[config.mk]
export PLATFORM = sky130hd
export DESIGN_NAME = iocyc_arbiter
export DESIGN_NICKNAME = d
export VERILOG_FILES = /design/src/rtl/iocyc_pkg.sv /design/src/rtl/iocyc_window.sv /design/src/rtl/iocyc_timer.sv /design/src/rtl/iocyc_arbiter.sv
export SDC_FILE = /design/constraint.sdc
export NUM_CORES = 1
export LEC_CHECK = 0
export BUFFER_PORTS_ARGS = -buffer_cell sky130_fd_sc_hd__buf_4
export CORE_MARGIN = 2
export CORE_UTILIZATION = 40
export DETAILED_ROUTE_END_ITERATION = 12
export PLACE_DENSITY = 0.71
export SLEW_MARGIN = 15
export SYNTH_ARGS = -nofsm -noshare
export SYNTH_HDL_FRONTEND = slang
export SYNTH_SLANG_ARGS = --single-unit
[constraint.sdc]
create_clock -name clk -period 4.2 [get_ports clk]
set_clock_uncertainty 0.05 [all_clocks]
set_input_delay 0.63 -clock clk [delete_from_list [all_inputs] [get_ports clk]]
set_output_delay 0.63 -clock clk [all_outputs]
set_load 0.005 [all_outputs]
[src/rtl/iocyc_pkg.sv]
package iocyc_pkg;
    localparam int ADDR_W = 16;
    localparam int DATA_W = 8;
    localparam int IDX_W  = 6;
    localparam int BASE_W = 2;
    localparam int WS_W   = 2;
    localparam int PAGE_W = ADDR_W - IDX_W - BASE_W;

    typedef enum logic [2:0] {
        CS_IDLE,
        CS_LEAD,
        CS_WS,
        CS_DATA,
        CS_ACK
    } cyc_state_e;

    typedef struct packed {
        logic              wr;
        logic              intl;
        logic [WS_W-1:0]   ws;
        logic [ADDR_W-1:0] addr;
        logic [DATA_W-1:0] wdata;
    } io_req_t;

    function automatic logic [ADDR_W-1:0] page_force(input logic [ADDR_W-1:0] a,
                                                     input logic pg0);
        logic [ADDR_W-1:0] r;
        r = a;
        if (pg0) r[ADDR_W-1 -: PAGE_W] = '0;
        return r;
    endfunction

    function automatic logic window_hit(input logic [ADDR_W-1:0] a,
                                        input logic [BASE_W-1:0] base);
        return (a[ADDR_W-1 -: PAGE_W] == '0) && (a[IDX_W +: BASE_W] == base);
    endfunction
endpackage

[src/rtl/iocyc_window.sv]
module iocyc_window
    import iocyc_pkg::*;
(
    input  logic              clk,
    input  logic              rst,
    input  logic              base_wr,
    input  logic [BASE_W-1:0] base_wdata,
    input  logic [ADDR_W-1:0] raw_addr,
    input  logic              page0,
    output logic [ADDR_W-1:0] eff_addr,
    output logic              hit
);
    logic [BASE_W-1:0] base_q;

    always_ff @(posedge clk) begin
        if (rst)          base_q <= '0;
        else if (base_wr) base_q <= base_wdata;
    end

    always_comb begin
        eff_addr = page_force(raw_addr, page0);
        hit      = window_hit(eff_addr, base_q);
    end

    // the base moves only on a write strobe
    assert_base_hold_R8: assert property (@(posedge clk) disable iff (rst)
        !base_wr |=> $stable(base_q));
endmodule

[src/rtl/iocyc_timer.sv]
module iocyc_timer
    import iocyc_pkg::*;
(
    input  logic            clk,
    input  logic            rst,
    input  logic            start,
    input  logic            intl,
    input  logic [WS_W-1:0] ws,
    input  logic            ext_wait,
    output cyc_state_e      state
);
    cyc_state_e      state_d;
    logic [WS_W-1:0] cnt_q, cnt_d;

    always_comb begin
        state_d = state;
        cnt_d   = cnt_q;
        unique case (state)
            CS_IDLE: if (start) state_d = CS_LEAD;
            CS_LEAD: begin
                if (!intl && ws != '0) begin
                    state_d = CS_WS;
                    cnt_d   = ws - 1'b1;
                end else begin
                    state_d = CS_DATA;
                end
            end
            CS_WS: begin
                if (cnt_q == '0) state_d = CS_DATA;
                else             cnt_d   = cnt_q - 1'b1;
            end
            CS_DATA: begin
                if (intl)           state_d = CS_ACK;
                else if (!ext_wait) state_d = CS_ACK;
            end
            CS_ACK:  state_d = CS_IDLE;
            default: state_d = CS_IDLE;
        endcase
    end

    always_ff @(posedge clk) begin
        if (rst) begin
            state <= CS_IDLE;
            cnt_q <= '0;
        end else begin
            state <= state_d;
            cnt_q <= cnt_d;
        end
    end

    // the mirrored cycle never stretches on WAIT
    assert_int_fixed_R5: assert property (@(posedge clk) disable iff (rst)
        (state == CS_DATA && intl) |=> state == CS_ACK);
    // programmed wait states never apply to an internal hit
    assert_int_no_ws_R5: assert property (@(posedge clk) disable iff (rst)
        (state == CS_WS) |-> !intl);
    // WAIT holds an external data phase
    assert_wait_hold_R6: assert property (@(posedge clk) disable iff (rst)
        (state == CS_DATA && !intl && ext_wait) |=> state == CS_DATA);
endmodule

[src/rtl/iocyc_arbiter.sv]
module iocyc_arbiter
    import iocyc_pkg::*;
(
    input  logic              clk,
    input  logic              rst,
    input  logic              req_valid,
    input  logic              req_write,
    input  logic              req_page0,
    input  logic [ADDR_W-1:0] req_addr,
    input  logic [DATA_W-1:0] req_wdata,
    input  logic [WS_W-1:0]   wait_cnt,
    output logic              req_ready,
    output logic [DATA_W-1:0] rsp_rdata,
    input  logic              base_wr,
    input  logic [BASE_W-1:0] base_wdata,
    output logic              reg_sel,
    output logic              reg_we,
    output logic [IDX_W-1:0]  reg_idx,
    output logic [DATA_W-1:0] reg_wdata,
    input  logic [DATA_W-1:0] reg_rdata,
    output logic              ext_cyc,
    output logic              ext_write,
    output logic [ADDR_W-1:0] ext_addr,
    output logic [DATA_W-1:0] ext_wdata,
    input  logic [DATA_W-1:0] ext_rdata,
    input  logic              ext_wait
);
    logic [ADDR_W-1:0] eff_addr;
    logic              hit;
    logic              accept;
    cyc_state_e        state;
    io_req_t           req_q;
    logic [DATA_W-1:0] rsp_q;

    iocyc_window u_window (
        .clk        (clk),
        .rst        (rst),
        .base_wr    (base_wr),
        .base_wdata (base_wdata),
        .raw_addr   (req_addr),
        .page0      (req_page0),
        .eff_addr   (eff_addr),
        .hit        (hit)
    );

    assign accept = req_valid && (state == CS_IDLE);

    iocyc_timer u_timer (
        .clk      (clk),
        .rst      (rst),
        .start    (accept),
        .intl     (req_q.intl),
        .ws       (req_q.ws),
        .ext_wait (ext_wait),
        .state    (state)
    );

    always_ff @(posedge clk) begin
        if (rst) begin
            req_q <= '0;
        end else if (accept) begin
            req_q.wr    <= req_write;
            req_q.intl  <= hit;
            req_q.ws    <= wait_cnt;
            req_q.addr  <= eff_addr;
            req_q.wdata <= req_wdata;
        end
    end

    always_ff @(posedge clk) begin
        if (rst)                    rsp_q <= '0;
        else if (state == CS_DATA)  rsp_q <= req_q.intl ? reg_rdata : ext_rdata;
    end

    always_comb begin
        ext_cyc   = (state == CS_LEAD) || (state == CS_WS) || (state == CS_DATA);
        ext_write = ext_cyc && req_q.wr;
        ext_addr  = req_q.addr;
        ext_wdata = req_q.wdata;
        reg_sel   = (state == CS_DATA) && req_q.intl;
        reg_we    = reg_sel && req_q.wr;
        reg_idx   = req_q.addr[IDX_W-1:0];
        reg_wdata = req_q.wdata;
        req_ready = (state == CS_ACK);
        rsp_rdata = rsp_q;
    end

    // one completion pulse per cycle
    assert_ready_pulse_R7: assert property (@(posedge clk) disable iff (rst)
        req_ready |=> !req_ready);
    // register strobe is a single cycle
    assert_sel_pulse_R3: assert property (@(posedge clk) disable iff (rst)
        reg_sel |=> !reg_sel);
    // every register strobe is mirrored on the bus
    assert_sel_mirrored_R3: assert property (@(posedge clk) disable iff (rst)
        reg_sel |-> ext_cyc);
    // decode decision frozen for the life of a cycle
    assert_decode_frozen_R8: assert property (@(posedge clk) disable iff (rst)
        (state != CS_IDLE) |=> (state == CS_IDLE || $stable(req_q.intl)));
    // quiet bus when idle
    assert_idle_quiet_R9: assert property (@(posedge clk) disable iff (rst)
        (state == CS_IDLE) |-> (!ext_cyc && !reg_sel && !req_ready));
endmodule

* Word-level counts from Yosys, hierarchy flattened
Index checks and enable logic that the tools add are counted.
Cells by class: $add $sub $neg 2, equal/unequal tests 10, mux-type cells 11, reduce and logical (&&, ||, !) cells 16
Operators by type and width (number):
- $mux W8 | 2
- $mux W3 | 4
- $pmux W3 S4 | 1
- $logic_not A8 Y1 | 1
- $eq A3 B2 Y1 const B | 2
- $logic_and A1 B1 Y1 | 6
- $reduce_and A3 Y1 | 2
- $mux W2 | 2
- $ne A2 B1 Y1 const B | 2
- $ne A2 B2 Y1 const B | 2
- $pmux W2 S2 | 1
- $reduce_bool A2 Y1 | 2
- $sub A2 B1 Y2 const B | 2
- $eq A3 B1 Y1 const B | 1
- $eq A3 B3 Y1 const B | 1
- $logic_not A3 Y1 | 1
- $ne A3 B3 Y1 const B | 1
- $eq A2 B2 Y1 | 1
- $logic_not A2 Y1 | 1
- $logic_or A1 B1 Y1 | 2
- $logic_not A1 Y1 | 1
- $mux W1 | 1
Word-level totals: flip-flop bits (word level) 43, input bits 51, output and inout port bits 51

* Longest topological paths before layout
depth in word-level cells 4, depth in mapped cells 6, mapped depth without buffers 3

* Cells and area by module
From an unflattened synthesis, not the netlist that was laid out.
Second synthesis, totals: cell total of the unflattened synthesis 267, area total of the unflattened synthesis 2224.6 µm²
By module, submodules not included:
- iocyc_arbiter | times used 1, cells each 204, area each 1694.1 µm²
- iocyc_timer | times used 1, cells each 35, area each 295.3 µm²
- iocyc_window | times used 1, cells each 28, area each 235.2 µm²

* Worst setup path before layout
No wires, ideal clock.
path type register to output, start point register u_timer.state[1], end point output reg_we, arrival 1.296 ns, setup slack 2.224 ns, cell stages (with the launch flop) 6, buffers on the path 3, cell sequence dfxtp_1 -> buf_4 -> and3b_1 -> clkbuf_1 -> clkbuf_1 -> and3_1
On the way: cells in the longest elaborated chain, start to end 3
Ends and longest elaborated chain:
- from (decl) | line iocyc_timer.sv:10 | output cyc_state_e state
- from (signal assigned) | line iocyc_timer.sv:46 | state <= state_d;
- $eq A3 B2 Y1 | line iocyc_arbiter.sv:80 | reg_sel = (state == CS_DATA) && req_q.intl;
- $logic_and A1 B1 Y1 | line iocyc_arbiter.sv:80
- $logic_and A1 B1 Y1 | line iocyc_arbiter.sv:81 | reg_we = reg_sel && req_q.wr;
- to (decl) | line iocyc_arbiter.sv:17 | output logic reg_we,
No other way between the ends.

* Final worst setup path
start point register u_timer.state[2], end point output reg_we
Same word-level chain as after synthesis.

==> summary.txt <==
I/O Pins: 102
Total wire length: 4.445 mm
Worst-Margin Slew: 947.3 ps
Final setup TNS: 0 ps
Levels on crit path: 4
Hold WC Path Type: reg2reg
Starting density of the core: 41.00%
Bufs on Longest Clock Path: 2
Slew Viols, Final: 0
Synth area leader: dfxtp_1
Hold Vio Cnt, Final: 0
Core area: 5075 um2
Pwr dens: 350.2 nW/um2
Avg Synthesized Cell Area: 8.390 um2
Vias: 1792
TritonCTS Sinks: 43
Cells after synthesis: 248
Ranking of synthesized cells by area: dfxtp_1 (41%), buf_4 (14%), nand2_1 (8.7%)
Worst path cell trace: and3b_1 -> buf_4 -> and3_1 -> buf_4
Post-CTS Resized: 0
Via density: 4.779
Rel. slew slack: 36.85%
WP buf/inv: 2
CP max FO: 18
Data required time of the worst path: 3520 ps
Worst r2r src: u_timer.state[0]$_SDFFE_PP0P_
Antenna Nets Post-Route: 0
Number of library cell types mapped by synthesis: 34
Crit-path slowest cell: dfxtp_1
Clock Pin Slew Worst Setup and Hold Paths: 80 ps
Share of cells above drive strength 1: 37.38%
Top delay family on crit path: flip-flops
Buffers on Ports: 101
Finished Layout Cells: 375
CP Capture Type: primary output
Root Buffer: clkbuf_8
Fmax: 432.3 MHz
Yosys top cell area share: 41.37%
LEAKAGE: 1.154 nW
Worst Reg2Reg Path Length in Cells: 3
Die height: 76.13 um
Initial DRC Count: 63
CTS tree: built
DR DRC count: 0
Min-delay src: ext_addr[14]$_SDFFE_PP0P_
Worst Setup Path Type: reg2out
Crit path time final: 2313 ps
Initial antenna violation count: 0
Site Rows: 26
Maxcap violations: 0
RR Endpoint: req_q[26]$_SDFFE_PP0P_
RSZ-0062 raised after global routing: no
Gr ovfl total: 0
Final period util: 55.08%
Horiz. Die Dim: 76.13 um
Status: complete, no violations
Layout area overhead: 29.34%
Die area: 5795 um2
Hold Path End: ext_addr[14]$_SDFFE_PP0P_
#FFs+latches synth: 43
Synth Cell Area: 2081 um2
Cell seen most often among critical-path stages: buf_4
Final nets: 355
Postcts setup bufs: 0
Final setup fails: 0
Htree depth: 2
Vias in the first global route: 1647
Min-Delay Path Depth: 2
Seq/Total Area, Yosys: 41.37%
Syn nets: 299
Clk_lat worst skew: 290 ps
First-pass GRT wire length: 7.410 mm
DR WL/cell: 11.85 um
Largest net degree at the start of global routing: 46
VDD IR-drop max: 142.3 uV
Hpwl dp: 3.265 mm
Worst stage delay on the critical path: 590 ps
Gpl congestion: 0.7577
Antenna fix cells: 0
Drt pass-1 iters: 4
Fin util: 53.03%
CP startpoint: u_timer.state[2]$_SDFFE_PP0P_
Total GRT Usage: 15.34%
TritonCTS buffer count: 5
CP Launch Type: flop
Synth warn: 0
WP data arrival: 1630 ps
Placed cell count: 367
R2R setup slack: 1920 ps
Post-CTS Hold Buffers: 0
## Yosys cell counts, drive strengths merged
cell and instances:
xor2 2, nand2b 1, mux4 1, and3 1
buf 43, or4 1, and2 3, inv 1
nor4b 1, nor4 4, nand3b 10, nor2b 2
a211oi 8, clkbuf 11, nor2 15, a32oi 1
dfxtp 43, nor4bb 1, nand2 48, o21ai 1
or2 2, a22oi 1, o22ai 1, nor3b 3
a31oi 1, o21bai 1, a211o 1, a21oi 28
or4b 1, and3b 1, mux2i 10
## power by group
part	internal [W]	switching (W)	total, W	leakage [nW]
clock network	0.000150	0.000133	0.000283	0.0515
registers	0.000437	0.0000271	0.000464	0.351
logic	0.000111	0.0000836	0.000195	0.752
total	0.000698	0.000244	0.000943	1.15
## tightest hold or removal path, stage by stage, from the launching register on
cell and delay, ps:
dfxtp_1 310, nand2_1 50, a21oi_1 50
## how the worst max path moves through the flow
stage	end	slack [ps]
floorplan	reg_we	2220
global placement	req_q[26]$_SDFFE_PP0P_	1690
detailed placement	req_q[26]$_SDFFE_PP0P_	1680
CTS	reg_we	1880
global route	req_q[26]$_SDFFE_PP0P_	1770
finish	reg_we	1890
## area by class of cell
cell class / instances / area, um2
multi-input cells: 150 / 865.8
fillers: 527 / 2384
repair buffers: 103 / 773.2
clock buffers: 8 / 100.1
flip-flops and latches: 43 / 860.8
well taps: 70 / 87.58
inverters: 1 / 3.754
## metal layers
metal  wire length, um  share of wire (%)  vias up  global-route usage (%)
met2              2065                 46       84                   25.36
met3               430                9.7        2                   6.398
met4                12               0.27        0                   3.273
met1              1936                 44      796                   18.81
met5                 0                  0        -                       0
li1                  -                  -      910                       -
## sequential cells by signal, summed over array words and instances (netlist names)
signal,flops
ext_addr,16
ext_wdata,8
req_q,4
rsp_rdata,8
u_timer.cnt_q,2
u_timer.state,3
u_window.base_q,2
## cells by family (layout without fill, tap and decap cells)
kind of cell           after synthesis  in the layout  share of synthesized area (%)
AO/OA/AOI/OAI                       43             43                          12.03
XOR/XNOR                             2              2                         0.8420
buffers and inverters               55            112                          17.44
flip-flops                          43             43                          41.37
multiplexers                        11             11                          5.893
AND/OR/NAND/NOR                     94             94                          22.43
## through the flow
step	total power, W	setup WS, ps	area [um2]	hold slack [ps]
after global placement	0.0006681	1685	2591	390.9
after CTS	0.0009553	1876	2691	406.6
after floorplan	0.0005982	2224	2081	382.3
after global routing	0.0009918	1772	2691	431.2
after detailed placement	0.0006726	1680	2591	395.8
final	0.0009425	1887	2691	401.8
## cells in the final DEF (no fill, tap or decap), types with 2 or more instances in the layout
master,count
xor2_1,2
a21oi_1,28
nand3b_1,10
dfxtp_1,43
mux2i_1,10
nor2b_1,2
nand2_1,48
or2_2,2
and2_1,3
clkbuf_8,7
nor2_1,15
nor4_1,4
a211oi_1,8
nor3b_1,3
buf_4,103
Note: power is estimated with default switching activity, not from simulation.
